`src/rtl/const_adder_pkg.sv`:
```
package const_adder_pkg;

  localparam int unsigned MAX_WIDTH = 64;

  // Index of the lowest set bit of v within the first w bits; w if none is set.
  function automatic int unsigned lowest_one(input logic [MAX_WIDTH-1:0] v,
                                             input int unsigned w);
    int unsigned idx;
    idx = w;
    for (int i = int'(w) - 1; i >= 0; i--) begin
      if (v[i]) idx = i;
    end
    return idx;
  endfunction

endpackage

```
`src/rtl/ha_cell.sv`:
```
module ha_cell (
  input  logic a_i,
  input  logic b_i,
  output logic s_o,
  output logic c_o
);

  assign s_o = a_i ^ b_i;
  assign c_o = a_i & b_i;

  // a half-adder result is at most 2, so sum and carry are never both set
  always_comb begin
    p_ha_excl_r2: assert (!(s_o && c_o))
      else $error("half-adder produced 3 from two bits");
  end

endmodule

```
`src/rtl/mha_cell.sv`:
```
module mha_cell (
  input  logic a_i,
  input  logic b_i,
  output logic s_o,
  output logic c_o
);

  // a + b + 1 as a two-bit carry/sum pair
  assign s_o = ~(a_i ^ b_i);
  assign c_o = a_i | b_i;

  // adding one forces a nonzero result
  always_comb begin
    p_mha_nonzero_r2: assert (s_o || c_o)
      else $error("modified half-adder produced zero");
  end

endmodule

```
`src/rtl/const_adder_chain.sv`:
```
module const_adder_chain
  import const_adder_pkg::*;
#(
  parameter int unsigned            WIDTH  = 8,
  parameter logic [WIDTH-1:0]       ADDEND = '0
) (
  input  logic [WIDTH-1:0] x_i,
  output logic [WIDTH-1:0] s_o,
  output logic             c_o
);

  localparam int unsigned LSB = lowest_one(MAX_WIDTH'(ADDEND), WIDTH);

  logic [WIDTH:0] carry;

  assign carry[0] = 1'b0;

  for (genvar i = 0; i < WIDTH; i++) begin : g_bit
    if (i < LSB) begin : g_wire
      // trailing-zero positions are a bare wire, carry stays zero
      assign s_o[i]       = x_i[i];
      assign carry[i + 1] = carry[i];
    end else if (ADDEND[i]) begin : g_mha
      mha_cell u_cell (
        .a_i (x_i[i]),
        .b_i (carry[i]),
        .s_o (s_o[i]),
        .c_o (carry[i + 1])
      );
    end else begin : g_ha
      ha_cell u_cell (
        .a_i (x_i[i]),
        .b_i (carry[i]),
        .s_o (s_o[i]),
        .c_o (carry[i + 1])
      );
    end
  end

  assign c_o = carry[WIDTH];

endmodule

```
`src/rtl/const_adder.sv`:
```
module const_adder #(
  parameter int unsigned      WIDTH  = 8,
  parameter logic [WIDTH-1:0] ADDEND = 8'h05
) (
  input  logic [WIDTH-1:0] x_i,
  output logic [WIDTH-1:0] sum_o,
  output logic             carry_o
);

  const_adder_chain #(
    .WIDTH  (WIDTH),
    .ADDEND (ADDEND)
  ) u_chain (
    .x_i (x_i),
    .s_o (sum_o),
    .c_o (carry_o)
  );

  // the cell chain matches plain arithmetic
  always_comb begin
    p_sum_exact_r2: assert ({carry_o, sum_o} == ({1'b0, x_i} + {1'b0, ADDEND}))
      else $error("sum mismatch");
  end

  if (ADDEND == WIDTH'(1)) begin : g_inc_chk
    // an incrementer carries out only from all ones
    always_comb begin
      p_inc_carry_r4: assert (carry_o == (&x_i))
        else $error("incrementer carry wrong");
    end
  end

  if (ADDEND == {WIDTH{1'b1}}) begin : g_dec_chk
    // a decrementer carries out for every nonzero input
    always_comb begin
      p_dec_carry_r5: assert (carry_o == (|x_i))
        else $error("decrementer carry wrong");
    end
  end

endmodule

```
`config.mk`:
```
export PLATFORM = sky130hd
export DESIGN_NAME = const_adder
export DESIGN_NICKNAME = d
export VERILOG_FILES = /design/src/rtl/const_adder_pkg.sv /design/src/rtl/ha_cell.sv /design/src/rtl/mha_cell.sv /design/src/rtl/const_adder_chain.sv /design/src/rtl/const_adder.sv
export SDC_FILE = /design/constraint.sdc
export NUM_CORES = 1
export LEC_CHECK = 0
export BUFFER_PORTS_ARGS = -buffer_cell sky130_fd_sc_hd__clkbuf_2
export CAP_MARGIN = 30
export CORE_AREA = 2 2 39 41
export DETAILED_ROUTE_END_ITERATION = 10
export DIE_AREA = 0 0 41 43
export PLACE_DENSITY_LB_ADDON = 0.25
export SYNTH_ARGS = -nofsm -noshare
export SYNTH_HDL_FRONTEND = slang
export SYNTH_SLANG_ARGS = --single-unit
```
`constraint.sdc`:
```
create_clock -name vclk -period 2.1
set_input_delay 0.21 -clock vclk [all_inputs]
set_output_delay 0.21 -clock vclk [all_outputs]
set_load 0.03 [all_outputs]
```
### After elaboration in Yosys (flattened, before gate mapping)

Index checks and enable logic that the tools add are counted.

* register bits after elaboration: 0
* word-level logic and storage cells: 16

* bitwise operators: 16

Operators by type and width (count)
* $xor 1x1->1: 7
* $and 1x1->1: 6
* $not 1->1: 2
* $or 1x1->1: 1

### Depth between registers and ports, before layout

Gate-level depths: netlist of run 1.

* word-level depth: 7
* gate-level depth with buffers: 10
* depth with buffers taken out: 9

### Hierarchy

From an unflattened synthesis of run 1, not the netlist that was laid out.

* cell total of the unflattened synthesis: 17
* area, all modules: 133.9 um^2

By module, submodules not included
* ha_cell: instances 6, cells an instance 1, area an instance 12.5 um^2
* mha_cell: instances 2, cells an instance 5, area an instance 27.5 um^2
* const_adder_chain: instances 1, cells an instance 1, area an instance 3.8 um^2

### Least setup slack after synthesis of run 1

OpenSTA, ideal clock, no wires.

* kind: input-to-output
* start: in x_i[0]
* end: out sum_o[7]
* data arrival time: 1681 ps
* setup slack: 209 ps
* stages on the path: 10
* cells stage by stage: ha_1 -> inv_1 -> ha_1 -> inv_1 -> ha_1 -> ha_1 -> ha_1 -> ha_1 -> ha_1 -> buf_4

* word-level cells in the longest chain between the ends: 7

RTL lines
* start: declaration: line const_adder.sv:5 `input logic [WIDTH-1:0] x_i,`
* $and 1x1->1: line ha_cell.sv:9 `assign c_o = a_i & b_i;`
* $or 1x1->1: line mha_cell.sv:10 `assign c_o = a_i | b_i;`
* $and 1x1->1 (4 in a row): line ha_cell.sv:9
* $xor 1x1->1: line ha_cell.sv:8 `assign s_o = a_i ^ b_i;`
* end: declaration: line const_adder.sv:6 `output logic [WIDTH-1:0] sum_o,`

No other way between the ends.

### Worst setup path after layout of run 1

Same ends and word-level chain as after synthesis.

==> results.yml, run 1 <==
timing:
  max_slew_margin_pct: 88.1
  setup-violations-final: 0
  finalSetupTns_ns: 0
  timing.fmax_ghz: 0.491
  worst_pin_slew_ns: 0.179
  finalCriticalPeriod_ns: 2.04
  setup_slack_ns: 0.0623
  hold_viol: 0
  layout_worst_path_cycle_share_pct: 97.0
  drv_slew: 0
run_status:
  outcome: "finished clean"
synth:
  yosys_warnings: 0
  synth.cell_area_um2: 166
  syn_area_per_cell_um2: 8.32
  synth_nets: 35
  synth.distinct_cells: 3
  synth_seq_area_share_pct: 0
  synthCells: 20
floorplanning:
  io_pins: 17
  die_w_um: 41
  rows: 14
  die_area_um2: 1760
  core_um2: 1380
  initial_utilization_pct: 12.0
  die_h_um: 43
place:
  place_congestion: 0.463
  io_buffer_count: 17
  dp_hpwl_um: 243
  dp_slack_ns: -0.00205
cells_and_area:
  drive_gt1_share_pct: 72.4
  syn_to_final_growth_pct: 36.8
  regArea_um2: 0
  nClkBuffers: 0
  antenna_cells: 0
  final_util_pct: 16.5
  nets: 46
  flops_and_latches: 0
hold_path:
  min_path_type: "in2out"
  worstHoldStart: "x_i[0]"
  hold_depth: 3
grt:
  grt_max_degree: 3
  overflow: 0
  grt_pass1_wl_um: 296
  antenna_found_initial: 0
  grt_use_total_pct: 2.20
  grt_pass1_vias: 82
detailed_routing:
  vias_per_cell: 3.09
  wl_per_cell_um: 5.53
  wl_um: 249
  drc_errors: 0
  dr.pass1.iters: 2
  drt_iter0_markers: 3
  drtAntennaViolNets: 0
  vias: 139
power_and_ir_drop:
  pwr-share-clk_pct: 0
  irDropWorstVdd_v: 0.0000630
  pwr-share-seq_pct: 0
  p_leak_nw: 0.146
  netSwitchingFraction_pct: 66.0
  intPower_w: 0.0000228
  switchingPower_w: 0.0000443
  powerDensity_nw_per_um2: 295
  combPwrFrac_pct: 100.0
worst_setup_path:
  required_ns: 1.89
  cp-start-kind: "input port"
  slowest_delay_ns: 0.30
  endpoint: "sum_o[7]"
  path_class: "in2out"
  end_kind: "output port"
  cpMostUsedCell: "ha_2"
  path_cells: "clkbuf_2 -> ha_1 -> inv_1 -> ha_2 -> inv_1 -> ha_2 -> ha_2 -> ha_2 -> ha_1 -> ha_1 -> buf_6"
  setup.worst_path.start: "x_i[0]"
  critPathMaxFanout: 2
  slowest_stage: "ha_1"
  crit_arrival_ns: 1.83
clocking:
  ctsHoldBuffers: 0
run:
  maxCapViolCount: 0
through the flow:
step	hold WS (ns)	instances	area [um^2]	power, W
global route	0.731	45	228	0.0000744
floorplan	0.588	20	166	0.0000619
finish	0.718	45	228	0.0000671
detailed placement	0.721	45	211	0.0000647
global placement	0.719	45	211	0.0000641
CTS	0.721	45	214	0.0000656
layer usage:
metal	part of all wire, %	track usage [%]
met1	38	2.22
met2	46	4.69
met3	16	0
met4	0	0
met5	0	0
cells in the mapped netlist:
| master | instances | area [um^2] |
|---|---|---|
| buf_4 | 8 | 60.1 |
| ha_1 | 7 | 87.6 |
| inv_1 | 5 | 18.8 |
logic make-up (layout without fill, tap and decap cells):
kind of cell / Yosys count / in the layout / share of synthesized area, %
adders and majority gates: 7 / 7 / 52.6
buffers and inverters: 13 / 22 / 47.4
critical path: cells and delay by family:
| kind | cells | cell delay, ns |
|---|---|---|
| adders and majority gates | 7 | 1.30 |
| buffers and inverters | 4 | 0.32 |
worst min-delay path by stage:
stage | to | slack [ns]
3_3_place_gp | sum_o[0] | 0.72
3_5_place_dp | sum_o[0] | 0.72
5_1_grt | sum_o[0] | 0.73
2_1_floorplan | sum_o[0] | 0.59
6_report | sum_o[0] | 0.72
4_1_cts | sum_o[0] | 0.72
area by class of cell:
type,instances,area [um^2]
Fill cell,158,1160
Multi-Input combinational cell,7,97.6
Timing Repair Buffer,17,91.3
Tap cell,16,20.0
Inverter,5,18.8
what timing repair did:
action / 4_1_cts / 5_1_grt
resized for setup: 1 / 6
pin swaps: 0 / 1
setup buffers: 0 / 0
setup endpoints to repair: 1 / 1
gates cloned: 0 / 0
power by group through the flow:
| stage | Combinational (W) | Sequential [W] | Clock [W] |
|---|---|---|---|
| 6_report | 0.0000671 | 0 | 0 |
| 5_1_grt | 0.0000744 | 0 | 0 |
| 4_1_cts | 0.0000656 | 0 | 0 |
| 3_5_place_dp | 0.0000647 | 0 | 0 |
| 3_3_place_gp | 0.0000641 | 0 | 0 |
| 2_1_floorplan | 0.0000619 | 0 | 0 |
layout by cell type (no fill, tap or decap):
master     n
ha_1       3
inv_1      5
clkbuf_2  16
ha_2       4
buf_6      1
Power figures use the tool's default switching activity.
==> run 2, diff against run 1 <==
- clock period: 2.1 -> 2.4 ns (I/O delays scaled with it)
==> results.yml, run 2 (same netlist as run 1, synthesis figures left out) <==
worst_setup_path:
  cp-start-kind: "input port"
  required_ns: 2.16
  critPathMaxFanout: 2
  crit_arrival_ns: 1.91
  endpoint: "sum_o[7]"
  path_class: "in2out"
  end_kind: "output port"
  setup.worst_path.start: "x_i[0]"
place:
  dp.cells: 45
  dp_hpwl_um: 236
  place_congestion: 0.463
  io_buffer_count: 17
detailed_routing:
  dr.pass1.iters: 1
  wl_um: 215
  wl_per_cell_um: 4.78
  drtAntennaViolNets: 0
  drc_errors: 0
  vias_per_cell: 3.22
  vias: 145
  drt_iter0_markers: 0
cells_and_area:
  regArea_um2: 0
  fillers: 162
  syn_to_final_growth_pct: 27.1
  drive_gt1_share_pct: 58.6
  antenna_cells: 0
  layout.cells.non_filler: 45
  flops_and_latches: 0
  layout_commonest_cell: "clkbuf_2"
  nClkBuffers: 0
  final_cell_mix: "clkbuf_2 (17), ha_1 (7), inv_1 (5)"
  nets: 46
floorplanning:
  rows: 14
  core_um2: 1380
  die_h_um: 43
  initial_utilization_pct: 12.0
  die_area_um2: 1760
  io_pins: 17
  die_w_um: 41
clocking:
  post-cts-setup-buffers: 0
  ctsResizeCount: 0
  ctsHoldBuffers: 0
grt:
  overflow: 0
  antenna_found_initial: 0
  grt_max_degree: 3
  grt_use_total_pct: 2.30
  grt_pass1_wl_um: 317
  grt_pass1_vias: 107
timing:
  worst_pin_slew_ns: 0.171
  finalCriticalPeriod_ns: 2.15
  rsz0062_at_grt: "no"
  setup-violations-final: 0
  finalSetupTns_ns: 0
  hold_viol: 0
  max_slew_margin_pct: 88.7
  layout_worst_path_cycle_share_pct: 89.5
  drv_slew: 0
  timing.fmax_ghz: 0.465
power_and_ir_drop:
  powerDensity_nw_per_um2: 262
  switchingPower_w: 0.0000377
  combPwrFrac_pct: 100.0
  intPower_w: 0.0000177
  irDropWorstVdd_v: 0.0000513
  p_leak_nw: 0.151
  pwr-share-clk_pct: 0
  netSwitchingFraction_pct: 68.1
  pwr-share-seq_pct: 0
  power_w: 0.0000555
hold_path:
  hold_depth: 3
  min_path_type: "in2out"
run:
  maxCapViolCount: 0
run_status:
  outcome: "finished clean"
==> run 2: power groups by stage <==
stage | sequential, W | combinational, W | clock [W]
after global routing | 0 | 0.0000627 | 0
after CTS | 0 | 0.0000566 | 0
after detailed placement | 0 | 0.0000566 | 0
final | 0 | 0.0000555 | 0
after floorplan | 0 | 0.0000541 | 0
after global placement | 0 | 0.0000561 | 0
==> run 2: cell type report <==
class / instances / area (um^2) / share of cell area (%)
Inverter: 5 / 18.8 / 8.88
Multi-Input combinational cell: 7 / 87.6 / 41.4
Tap cell: 16 / 20.0 / 9.47
Timing Repair Buffer: 17 / 85.1 / 40.2
==> run 2: worst min path at each step <==
stage,startpoint,endpoint
after floorplan,x_i[0],sum_o[0]
after global placement,x_i[0],sum_o[0]
after detailed placement,x_i[0],sum_o[0]
after CTS,x_i[0],sum_o[0]
after global routing,x_i[0],sum_o[0]
final,x_i[0],sum_o[0]
==> run 2: metrics by stage <==
step	hold WS [ns]	instance area [um^2]	utilization (%)	worst slack, ns
after floorplan	0.648	166	-	0.449
after global placement	0.776	211	15.3	0.249
after detailed placement	0.779	211	15.3	0.233
after CTS	0.779	211	15.3	0.228
after global routing	0.793	211	15.3	0.125
final	0.772	211	15.3	0.251
==> run 2: worst max-delay path, cell delays in order <==
cell	delay, ns
clkbuf_2	0.09
ha_1	0.18
inv_1	0.05
ha_1	0.12
inv_1	0.04
ha_1	0.18
ha_1	0.18
ha_1	0.18
ha_1	0.18
ha_1	0.27
clkbuf_2	0.19
==> run 2: metal layers <==
| layer | wire length, um | vias up | GRT usage [%] |
|---|---|---|---|
| met5 | 0 | - | 0 |
| met4 | 0 | 0 | 0 |
| met3 | 48 | 0 | 0 |
| met2 | 96 | 12 | 5.31 |
| met1 | 70 | 61 | 1.90 |
| li1 | - | 72 | - |
